## config.mk

```make
export PLATFORM = sky130hd
export DESIGN_NAME = cfgport_unlock
export DESIGN_NICKNAME = d
export VERILOG_FILES = /design/src/rtl/cfgport_pkg.sv /design/src/rtl/cfgport_ctrl.sv /design/src/rtl/cfgport_regs.sv /design/src/rtl/cfgport_unlock.sv
export SDC_FILE = /design/constraint.sdc
export NUM_CORES = 1
export LEC_CHECK = 0
export CAP_MARGIN = 20
export CELL_PAD_IN_SITES_DETAIL_PLACEMENT = 0
export CELL_PAD_IN_SITES_GLOBAL_PLACEMENT = 1
export CORE_MARGIN = 4
export CORE_UTILIZATION = 43
export CTS_CLUSTER_SIZE = 24
export DETAILED_ROUTE_END_ITERATION = 6
export PLACE_DENSITY = 0.88
export SLEW_MARGIN = 20
export SYNTH_ARGS = -nofsm -noshare
export SYNTH_HDL_FRONTEND = slang
export SYNTH_SLANG_ARGS = --single-unit
```

## constraint.sdc

```tcl
create_clock -name clk -period 2.1 [get_ports clk]
set_input_delay 0.42 -clock clk [delete_from_list [all_inputs] [get_ports clk]]
set_output_delay 0.42 -clock clk [all_outputs]
set_load 0.01 [all_outputs]
```

## src/rtl/cfgport_pkg.sv

```systemverilog
package cfgport_pkg;
  localparam int DATA_W  = 8;
  localparam int KEY_LEN = 4;

  typedef struct packed {
    logic              unlocked;
    logic              dataWr;
    logic [DATA_W-1:0] index;
  } cfgStrobe_t;

  localparam logic [DATA_W-1:0] REG_EXIT    = 8'h02;
  localparam logic [DATA_W-1:0] EXIT_VALUE  = 8'h02;
  localparam logic [DATA_W-1:0] REG_LDN     = 8'h07;
  localparam logic [DATA_W-1:0] REG_ID_HI   = 8'h20;
  localparam logic [DATA_W-1:0] REG_ID_LO   = 8'h21;
  localparam logic [DATA_W-1:0] REG_DECODE  = 8'h24;
  localparam logic [DATA_W-1:0] REG_BASE_HI = 8'h64;
  localparam logic [DATA_W-1:0] REG_BASE_LO = 8'h65;
  localparam logic [DATA_W-1:0] DECODE_MASK = 8'h3E;
  localparam logic [DATA_W-1:0] LOCKED_READ = 8'hFF;

  function automatic logic [DATA_W-1:0] keyByte(input int pos, input logic [15:0] portBase);
    case (pos)
      0:       keyByte = 8'h87;
      1:       keyByte = 8'h01;
      2:       keyByte = 8'h55;
      default: keyByte = (portBase == 16'h004E) ? 8'hAA : 8'h55;
    endcase
  endfunction
endpackage

```

## src/rtl/cfgport_ctrl.sv

```systemverilog
module cfgport_ctrl
  import cfgport_pkg::*;
#(
  parameter logic [15:0] PORT_BASE = 16'h002E
) (
  input  logic              clk,
  input  logic              rstN,
  input  logic              busWr,
  input  logic              busSel,
  input  logic [DATA_W-1:0] busWdata,
  output cfgStrobe_t        strobe
);
  localparam int CNT_W = $clog2(KEY_LEN);
  localparam logic [CNT_W-1:0] LAST_POS = CNT_W'(KEY_LEN - 1);
  localparam logic [DATA_W-1:0] FIRST_KEY = keyByte(0, PORT_BASE);
  localparam logic [DATA_W-1:0] FINAL_KEY = keyByte(KEY_LEN - 1, PORT_BASE);

  logic [CNT_W-1:0]  keyCnt;
  logic              unlocked;
  logic [DATA_W-1:0] indexReg;
  logic [DATA_W-1:0] expectKey;
  logic              idxWr;
  logic              dataWr;

  assign idxWr  = busWr && !busSel;
  assign dataWr = busWr && busSel && unlocked;

  always_comb begin
    expectKey = FIRST_KEY;
    for (int i = 0; i < KEY_LEN; i++) begin
      if (keyCnt == CNT_W'(i)) expectKey = keyByte(i, PORT_BASE);
    end
  end

  always_ff @(posedge clk) begin
    if (!rstN) begin
      keyCnt   <= '0;
      unlocked <= 1'b0;
      indexReg <= '0;
    end else if (!unlocked) begin
      if (idxWr) begin
        if (busWdata == expectKey) begin
          if (keyCnt == LAST_POS) begin
            unlocked <= 1'b1;
            keyCnt   <= '0;
          end else begin
            keyCnt <= keyCnt + 1'b1;
          end
        end else begin
          keyCnt <= (busWdata == FIRST_KEY) ? CNT_W'(1) : '0;
        end
      end
    end else if (idxWr) begin
      indexReg <= busWdata;
    end else if (dataWr && indexReg == REG_EXIT && busWdata == EXIT_VALUE) begin
      unlocked <= 1'b0;
    end
  end

  always_comb begin
    strobe.unlocked = unlocked;
    strobe.dataWr   = dataWr;
    strobe.index    = indexReg;
  end

  AST_UNLOCK_BY_KEY: assert property (@(posedge clk) disable iff (!rstN)
    $rose(unlocked) |-> $past(busWr && !busSel && busWdata == FINAL_KEY));
  AST_EXIT_LOCKS: assert property (@(posedge clk) disable iff (!rstN)
    (unlocked && busWr && busSel && indexReg == REG_EXIT && busWdata == EXIT_VALUE) |=> !unlocked);
  AST_LOCKED_INDEX_HOLD: assert property (@(posedge clk) disable iff (!rstN)
    !unlocked |=> $stable(indexReg));
endmodule

```

## src/rtl/cfgport_regs.sv

```systemverilog
module cfgport_regs
  import cfgport_pkg::*;
#(
  parameter logic [DATA_W-1:0] ID_HI     = 8'h87,
  parameter logic [DATA_W-1:0] ID_LO     = 8'h16,
  parameter logic [DATA_W-1:0] FLASH_DEV = 8'h07
) (
  input  logic                clk,
  input  logic                rstN,
  input  cfgStrobe_t          strobe,
  input  logic                busRd,
  input  logic                busSel,
  input  logic [DATA_W-1:0]   busWdata,
  output logic [DATA_W-1:0]   busRdata,
  output logic [2*DATA_W-1:0] flashBase
);
  logic [DATA_W-1:0] ldnSel;
  logic [DATA_W-1:0] decodeEn;
  logic [DATA_W-1:0] baseHi;
  logic [DATA_W-1:0] baseLo;
  logic              hiSeen;
  logic              loSeen;
  logic              devFlash;
  logic              wrHi;
  logic              wrLo;

  assign devFlash = (ldnSel == FLASH_DEV);
  assign wrHi = strobe.dataWr && devFlash && strobe.index == REG_BASE_HI;
  assign wrLo = strobe.dataWr && devFlash && strobe.index == REG_BASE_LO;

  always_ff @(posedge clk) begin
    if (!rstN) begin
      ldnSel    <= '0;
      decodeEn  <= '0;
      baseHi    <= '0;
      baseLo    <= '0;
      hiSeen    <= 1'b0;
      loSeen    <= 1'b0;
      flashBase <= '0;
    end else begin
      if (strobe.dataWr && strobe.index == REG_LDN) ldnSel <= busWdata;
      if (strobe.dataWr && strobe.index == REG_DECODE) decodeEn <= busWdata & DECODE_MASK;
      if (wrHi) begin
        baseHi <= busWdata;
        if (loSeen) begin
          flashBase <= {busWdata, baseLo};
          loSeen    <= 1'b0;
          hiSeen    <= 1'b0;
        end else begin
          hiSeen <= 1'b1;
        end
      end
      if (wrLo) begin
        baseLo <= busWdata;
        if (hiSeen) begin
          flashBase <= {baseHi, busWdata};
          hiSeen    <= 1'b0;
          loSeen    <= 1'b0;
        end else begin
          loSeen <= 1'b1;
        end
      end
    end
  end

  always_comb begin
    busRdata = '0;
    if (busRd) begin
      if (!strobe.unlocked) begin
        busRdata = LOCKED_READ;
      end else if (!busSel) begin
        busRdata = strobe.index;
      end else begin
        case (strobe.index)
          REG_ID_HI:   busRdata = ID_HI;
          REG_ID_LO:   busRdata = ID_LO;
          REG_LDN:     busRdata = ldnSel;
          REG_DECODE:  busRdata = decodeEn;
          REG_BASE_HI: busRdata = devFlash ? baseHi : '0;
          REG_BASE_LO: busRdata = devFlash ? baseLo : '0;
          default:     busRdata = '0;
        endcase
      end
    end
  end

  AST_BASE_HOLD: assert property (@(posedge clk) disable iff (!rstN)
    !(strobe.dataWr && devFlash && (strobe.index == REG_BASE_HI || strobe.index == REG_BASE_LO))
      |=> $stable(flashBase));
  AST_LDN_HOLD: assert property (@(posedge clk) disable iff (!rstN)
    !(strobe.dataWr && strobe.index == REG_LDN) |=> $stable(ldnSel));
endmodule

```

## src/rtl/cfgport_unlock.sv

```systemverilog
module cfgport_unlock
  import cfgport_pkg::*;
#(
  parameter logic [15:0] PORT_BASE = 16'h002E,
  parameter logic [7:0]  ID_HI     = 8'h87,
  parameter logic [7:0]  ID_LO     = 8'h16,
  parameter logic [7:0]  FLASH_DEV = 8'h07
) (
  input  logic        clk,
  input  logic        rstN,
  input  logic        busWr,
  input  logic        busRd,
  input  logic        busSel,
  input  logic [7:0]  busWdata,
  output logic [7:0]  busRdata,
  output logic        cfgMode,
  output logic [15:0] flashBase
);
  cfgStrobe_t strobe;

  cfgport_ctrl #(.PORT_BASE(PORT_BASE)) ctrl_i (
    .clk(clk), .rstN(rstN), .busWr(busWr), .busSel(busSel),
    .busWdata(busWdata), .strobe(strobe)
  );

  cfgport_regs #(.ID_HI(ID_HI), .ID_LO(ID_LO), .FLASH_DEV(FLASH_DEV)) regs_i (
    .clk(clk), .rstN(rstN), .strobe(strobe), .busRd(busRd), .busSel(busSel),
    .busWdata(busWdata), .busRdata(busRdata), .flashBase(flashBase)
  );

  assign cfgMode = strobe.unlocked;
endmodule

```

Word-level counts from Yosys, hierarchy flattened
Cells that the tools add are included.
{"block": "totals", "register_bits": 58, "output_inout_bits": 25, "elab_cells": 69}
{"block": "classes", "add_sub_neg": 1, "eq_ne": 14, "muxes": 29, "bitwise": 1, "reduce_logical": 14}
{"op": "16-bit 2-to-1 mux", "n": 4}
{"op": "8-bit 2-to-1 mux", "n": 8}
{"op": "8-bit case mux with 6 select lines", "n": 1}
{"op": "8-bit by 6-bit == test with 1-bit output, second input constant", "n": 3}
{"op": "8-bit by 2-bit == test with 1-bit output, second input constant", "n": 2}
{"op": "8-bit by 3-bit == test with 1-bit output, second input constant", "n": 2}
{"op": "8-bit by 7-bit == test with 1-bit output, second input constant", "n": 2}
{"op": "1-bit 2-to-1 mux", "n": 14}
{"op": "1-bit logical AND", "n": 10}
{"op": "8-bit == test", "n": 1}
{"op": "8-bit == test, second input constant", "n": 1}
{"op": "2-bit == test, second input constant", "n": 2}
{"op": "2-bit 2-to-1 mux", "n": 2}
{"op": "2-bit AND reduction", "n": 2}
{"op": "2-bit by 1-bit adder with 2-bit output, second input constant", "n": 1}
{"op": "2-bit by 1-bit == test with 1-bit output, second input constant", "n": 1}
{"op": "2-bit nonzero test", "n": 1}
{"op": "1-bit zero test", "n": 1}
{"op": "1-bit NOT", "n": 1}

Depth between registers and ports, before layout
Gate-level depths: netlist (run 1).
{"block": "depth", "depth_word": 8, "ltp_mapped": 8, "ltp_nobuf": 6}

Cells and area by module
A second synthesis (run 1) with hierarchy kept.
{"block": "unflattened", "cells_unflattened": 341, "hier_area_um2": 3140.5}
{"mod": "cfgport_regs", "n_inst": 1, "cells_each": 271, "area_per_inst_um2": 2503.7, "seq_area_each_um2": 940.9}
{"mod": "cfgport_ctrl", "n_inst": 1, "cells_each": 70, "area_per_inst_um2": 636.9, "seq_area_each_um2": 220.2}

Least setup slack after synthesis (run 1)
Ideal clock, no wire load.
{"block": "synth_timing", "kind": "register -> output", "from": "reg ctrl_i.indexReg[1]", "to": "out busRdata[3]", "arrival_time_ns": 1.627, "setup_slack_ns": 0.053, "path_stages_with_launch": 6, "path_buffers": 1, "cell_sequence": "dfxtp_1 -> buf_6 -> or4b_4 -> nor4b_1 -> nand2_1 -> a21oi_1"}
{"block": "synth_via", "elab_chain_cells": 5}
{"item": "start: declaration", "line_no": "cfgport_ctrl.sv:20", "rtl": "logic [DATA_W-1:0] indexReg;"}
{"item": "start signal: assignment", "line_no": "cfgport_ctrl.sv:54", "rtl": "indexReg <= busWdata;"}
{"item": "8-bit by 7-bit == test with 1-bit output, or another cell as far along", "line_no": "cfgport_regs.sv:74", "rtl": "case (strobe.index)"}
{"item": "8-bit case mux with 6 select lines *", "line_no": "cfgport_regs.sv:74"}
{"item": "8-bit 2-to-1 mux *", "line_no": "cfgport_regs.sv:71", "rtl": "end else if (!busSel) begin"}
{"item": "8-bit 2-to-1 mux *", "line_no": "cfgport_regs.sv:69", "rtl": "if (!strobe.unlocked) begin"}
{"item": "8-bit 2-to-1 mux *", "line_no": "cfgport_regs.sv:68", "rtl": "if (busRd) begin"}
{"item": "end: declaration", "line_no": "cfgport_unlock.sv:15", "rtl": "output logic [7:0] busRdata,"}
Every way passes the cells marked *; elsewhere a longest branch is shown, timed or not.

Worst setup path after layout (run 1)
{"block": "layout_timing", "from": "reg ctrl_i.indexReg[6]", "to": "out busRdata[4]"}
The elaborated chain is that of the path after synthesis.

==> results.cfg, run 1 <==
[grt]
grt_pass1_vias = 3424
grt_pass1_wl_um = 17700
grt_antenna_before_repair = 0
grt_max_degree = 52
grt_use_total_pct = 23.0
overflow = 0

[routing]
drtAntennaViolNets = 0
drc = 0
routed_wl_um = 10800
wl_per_cell_um = 18.2
vias = 3507
drt_iter0_markers = 206
dr_wl_met3_um = 564
wl_met1_um = 4740
wl_met2_um = 5180
highest_layer = met4
firstDrtPassIters = 4
routed_via_density = 5.88

[critical_path]
r2r.worst_path.cells = 6
endpoint_kind = output pin
crit_required_ns = 1.68
crit_start = ctrl_i.indexReg[6]$_SDFFE_PN0P_
cp_data_arrival_time_ns = 1.94
crit_type = reg -> out
start_kind = register
reg2reg_from = ctrl_i.indexReg[7]$_SDFFE_PN0P_
crit_fanout = 4

[floorplanning]
io_pins = 38
initial_core_util_pct = 44.3
dieArea_um2 = 9500
die_w_um = 97.5
die_height_um = 97.5
coreArea_um2 = 7770
num_rows = 32

[clocking]
cts_max_level = 3
cts.reportedPaths.clkPinSlew_ns = 0.08
cts_hold_buf = 0
cts_root_buffer = clkbuf_8
clkLatencyLatePin_ns = 0.36
cts_buffer_depth = 2
cts.sinks = 58
tritoncts = yes
numCtsBuffers = 9

[pwr]
vdd_drop_max_uv = 442
combPwrFrac_pct = 7.0
intPower_mw = 1.63
p_clk_share_pct = 43.1
total_power_mw = 2.20
pwr-share-seq_pct = 49.9
switching_share_pct = 26.0
power.switching_mw = 0.571
power_density_nw_per_um2 = 473
power_leakage_nw = 1.82

[synth]
ys_seq_area_share_pct = 33.7
syn_inst = 408
yosys_warnings = 0
postSynth.asyncResetShare_pct = 0
synth_ff_type = dfxtp_1
syn_nets = 424
syn_avg_cell_area_um2 = 8.43
synth-seq-cells = 58
synth.cell_area_um2 = 3440
synth_cell_types = 51
synth_edf_count = 0

[finish]
fill_cells = 687
diodes = 0
finalNetCount = 505
final_cell_mix = buf_4 (68), dfxtp_1 (52), o21ai_0 (47)
drive_gt1_share_pct = 29.1
final_common_cell = buf_4
synthToLayoutAreaGrowth_pct = 35.1

[sta]
rsz0062_at_grt = yes
setup_tns_ns = -1.68
slew_viol_final = 0
timing.final.crit_period_ns = 2.36
setup_viol = 8
hold_viol = 0
fmax_mhz = 424
layout_setup_ws_ns = -0.261
fin_crit_sh_pct = 112
max-slew-margin-rel_pct = 65.0
clock_skew_ns = 0.0164
worstMarginPinSlew_ns = 0.524

[placed_design]
place_congestion = 0.898
dp_slack_ns = -0.475
hpwlAfterDp_um = 7420
port_buffers = 37

[run_status]
violations = negative setup slack
status = finished with violations

[hold_path]
hp-class = reg -> reg
min_from = regs_i.flashBase[2]$_SDFF_PN0_
hold_depth = 2

[flow_run]
cap_violations = 0
cell usage after synthesis, types with 3 or more instances:
library cell	instances	area share, %
a21boi_0	21	4.6
a21oi_1	22	3.2
a221oi_1	6	1.5
a22oi_1	3	0.65
and2_1	4	0.73
and3_1	23	4.2
buf_2	11	1.6
clkbuf_1	29	3.2
dfxtp_1	58	34
ha_1	3	1.1
inv_1	6	0.65
mux2_2	8	2.6
mux2i_1	19	5.5
nand2_1	12	1.3
nand3_1	25	3.6
nand4_1	7	1.3
nor2_1	5	0.55
nor2b_1	23	4.2
nor4b_1	3	0.76
o211ai_1	16	3.5
o21ai_0	50	7.3
o31ai_1	16	3.5
or3_1	3	0.55
critical path, cell delays in order (launching register included):
cell and delay (ns):
dfxtp_2 0.38, buf_4 0.16, nor2b_2 0.06, and2_2 0.26, a222oi_1 0.46, a22oi_1 0.11, buf_2 0.17
per-layer routing:
metal | track usage [%] | up-vias
li1 | - | 1695
met1 | 29.9 | 1654
met2 | 37.7 | 130
met3 | 4.16 | 28
met4 | 8.95 | 0
met5 | 0 | -
stage by stage:
stage / instances / cell area, µm² / utilization (%) / hold slack (ns)
after floorplan: 408 / 3440 / - / 0.454
after global placement: 570 / 4270 / 55.0 / 0.460
after detailed placement: 570 / 4270 / 55.0 / 0.464
after CTS: 596 / 4610 / 59.4 / 0.475
after global routing: 596 / 4650 / 59.8 / 0.494
final: 596 / 4650 / 59.8 / 0.471
kinds of logic after synthesis:
family / count (synthesis) / synth area share [%]
mux: 27 / 8.15
fa+ha+maj: 3 / 1.09
flops: 58 / 33.7
simple gates: 131 / 25.1
compound gates: 140 / 25.8
buf+inv: 48 / 5.85
xor+xnor: 1 / 0.255
power groups by stage:
| stage | clock (mW) | sequential, mW | combinational [mW] |
|---|---|---|---|
| after floorplan | 0 | 1.12 | 0.0703 |
| after global placement | 0 | 1.12 | 0.156 |
| after detailed placement | 0 | 1.12 | 0.157 |
| after CTS | 0.973 | 1.10 | 0.151 |
| after global routing | 1.01 | 1.10 | 0.164 |
| final | 0.947 | 1.10 | 0.155 |
layout make-up:
type                       instances  area [µm²]  area share [%]
timing repair buffer             112         937            20.2
tap                              102         128            2.75
inverter                           6        22.5           0.485
clock inverter                     6        41.3           0.888
clock buffer                      10         138            2.96
sequential                        58        1170            25.2
multi-input combinational        302        2210            47.6
sequential cells by signal (all words and copies together) (netlist names), 2 cells and up:
name / count
regs_i.baseLo: 8
regs_i.baseHi: 8
regs_i.flashBase: 16
ctrl_i.keyCnt: 2
ctrl_i.indexReg: 8
regs_i.ldnSel: 8
regs_i.decodeEn: 5
path summary, 6_finish.rpt:
check                                         end  slack [ns]
setup / recovery                      busRdata[4]       -0.26
hold / removal     regs_i.flashBase[2]$_SDFF_PN0_        0.47
setup reg to reg  regs_i.decodeEn[2]$_SDFFE_PN0P_        0.24
hold reg to reg    regs_i.flashBase[2]$_SDFF_PN0_        0.47
repair_timing:
action / 4_1_cts / 5_1_grt
endpoints found under the setup margin: 8 / 8
setup buffers: 10 / 0
gates resized for setup: 66 / 8
pin swaps: 13 / 6
Power figures use the tool's default switching activity.
==> run 2: changes to the inputs <==
- SYNTH_HIERARCHICAL: default -> 1
==> results.cfg, run 2 <==
[clocking]
numCtsBuffers = 9
cts.sinks = 58
tritoncts = yes
cts_max_level = 3
clkLatencyLatePin_ns = 0.34
cts_buffer_depth = 2
cts.reportedPaths.clkPinSlew_ns = 0.07
cts_root_buffer = clkbuf_8
cts_hold_buf = 0

[routing]
vias = 2900
firstDrtPassIters = 5
drt_iter0_markers = 158
drtAntennaViolNets = 0
drc = 0
routed_wl_um = 8850
wl_per_cell_um = 16.5
routed_via_density = 5.41

[sta]
hold-worst-slack_ns = 0.494
fmax_mhz = 407
fin_crit_sh_pct = 117
setup_viol = 8
max-slew-margin-rel_pct = 74.0
layout_setup_ws_ns = -0.356
clock_skew_ns = 0.0123
worstMarginPinSlew_ns = 0.386
rsz0062_at_grt = yes
timing.final.crit_period_ns = 2.46
hold_viol = 0
slew_viol_final = 0

[critical_path]
start_kind = register
crit_path_top_delay_cell = or3_4
cp_num_buf_inv = 3
cp_data_arrival_time_ns = 2.04
crit_fanout = 3
crit_type = reg -> out
crit_required_ns = 1.68
endpoint_kind = output pin
crit_top_cell = buf_6
path_cells = or3_4 > buf_6 > buf_4 > nor2_4 > nand2_1 > o21ai_1 > o221a_2 > buf_6
crit_family = simple AND/OR/NAND/NOR gates
max_stage_delay_ns = 0.40

[pwr]
power.switching_mw = 0.544
power_density_nw_per_um2 = 550
pwr-share-seq_pct = 45.6
switching_share_pct = 22.5
p_clk_share_pct = 47.8
combPwrFrac_pct = 6.6
power_leakage_nw = 1.96
vdd_drop_max_uv = 304
intPower_mw = 1.87

[floorplanning]
num_rows = 30
io_pins = 38
die_height_um = 93.5
die_w_um = 93.5
dieArea_um2 = 8730
initial_core_util_pct = 45.2
coreArea_um2 = 6940

[run_status]
status = finished with violations
violations = negative setup slack

[synth]
yosysMostFrequentCell = dfxtp_1
synthTopCellsByArea = dfxtp_1 (37%), mux2i_1 (18%), nor2b_1 (7.6%)
synth_edf_count = 0
postSynth.asyncResetShare_pct = 0
ys_seq_area_share_pct = 37.0
syn_inst = 341
yosys_warnings = 6
synth_commonest_cells = dfxtp_1 (58), mux2i_1 (57), nor2b_1 (38)
synth-seq-cells = 58
synth.cell_area_um2 = 3140
synth_cell_types = 48
syn_avg_cell_area_um2 = 9.21
synth_ff_type = dfxtp_1
syn_nets = 358
synth_top_area_cell = dfxtp_1
synth_top_area_share_pct = 37.0

[finish]
finalNetCount = 452
top_register = regs_i/flashBase
final_cell_mix = buf_4 (60), dfxtp_1 (57), mux2i_1 (56)
diodes = 0
drive_gt1_share_pct = 30.5
final_common_cell = buf_4
final_cells = 536
synthToLayoutAreaGrowth_pct = 39.9
largest_reg_flops = 16

[placed_design]
port_buffers = 37
dpl.cell_count = 520
place_congestion = 0.889
hpwlAfterDp_um = 6340

[grt]
grt_antenna_before_repair = 0
grt_use_total_pct = 21.3
grt_max_degree = 62
grt_pass1_wl_um = 14300
grt_pass1_vias = 2825
overflow = 0

[hold_path]
hp-class = reg -> reg

[flow_run]
cap_violations = 0
run 2: changes by cell type in the layout (fill, tap and decap cells not counted), moves of 8 or more:
cell / delta
a21boi_0: -19
o211ai_1: -16
o21ai_0: -21
o31ai_1: -16
nor2b_1: +16
mux2i_1: +37
and3_1: -16
buf_4: -8
nand3_1: -22
run 2: worst paths after layout:
path | from | to | slack, ns | cells past startpoint
setup / recovery | ctrl_i/indexReg[4]$_SDFFE_PN0P_ | busRdata[3] | -0.36 | 8
hold / removal | regs_i/loSeen$_SDFFE_PN0P_ | regs_i/loSeen$_SDFFE_PN0P_ | 0.49 | 2
setup reg to reg | ctrl_i/indexReg[4]$_SDFFE_PN0P_ | regs_i/baseHi[7]$_SDFFE_PN0P_ | 0.06 | 9
hold reg to reg | regs_i/loSeen$_SDFFE_PN0P_ | regs_i/loSeen$_SDFFE_PN0P_ | 0.49 | 2
run 2: layer usage:
metal	global-route usage, %	wire length (µm)
met4	6.47	191
met2	35.3	4210
met1	27.4	4000
met5	0	0
met3	4.83	453
run 2: cell families after synthesis:
| family | Yosys count | synth area share, % |
|---|---|---|
| flip-flops | 58 | 37.0 |
| multiplexers | 63 | 20.3 |
| AO/OA/AOI/OAI | 74 | 14.2 |
| AND/OR/NAND/NOR | 111 | 21.3 |
| buffers and inverters | 30 | 5.34 |
| XOR/XNOR | 1 | 0.279 |
| adder cells (fa/ha/maj) | 4 | 1.59 |
run 2: stage by stage:
stage / power (mW) / setup slack (ns) / cell area (µm²) / utilization, % / TNS [ns]
2_1_floorplan: 1.18 / 0.0221 / 3150 / - / 0
3_3_place_gp: 1.28 / -0.785 / 4090 / 58.9 / -7.08
3_5_place_dp: 1.29 / -0.821 / 4090 / 58.9 / -8.14
4_1_cts: 2.44 / -0.342 / 4360 / 62.8 / -2.57
5_1_grt: 2.51 / -0.446 / 4390 / 63.3 / -3.72
6_report: 2.42 / -0.356 / 4390 / 63.3 / -2.56
run 2: power by group through the flow:
stage | sequential [mW] | combinational [mW] | clock, mW
floorplan | 1.13 | 0.0559 | 0
global placement | 1.13 | 0.158 | 0
detailed placement | 1.13 | 0.159 | 0
CTS | 1.10 | 0.159 | 1.18
global route | 1.10 | 0.172 | 1.23
finish | 1.10 | 0.161 | 1.15
run 2: what timing repair did:
action / in CTS / in global routing
setup endpoints to repair: 8 / 33
setup buffers: 1 / 0
gates resized for setup: 63 / 9
pin swaps: 17 / 0
gates cloned: 0 / 0
run 2: area by class of cell:
type	instances	area, µm²
sequential	58	1160
inverter	8	30.0
multi-input combinational	253	1930
clock buffer	11	141
timing repair buffer	105	936
fill	584	2550
clock inverter	5	77.6
tap	96	120
run 2: tightest hold or removal path, stage by stage (launching register included):
cell	delay, ns
dfxtp_1	0.33
nand2_1	0.06
mux2i_1	0.06
==> run 3: changes to the inputs <==
- GPL_ROUTABILITY_DRIVEN: default -> 0
==> results of run 3 <==
No change in the layout: final DEF, timing and power equal those of run 2.
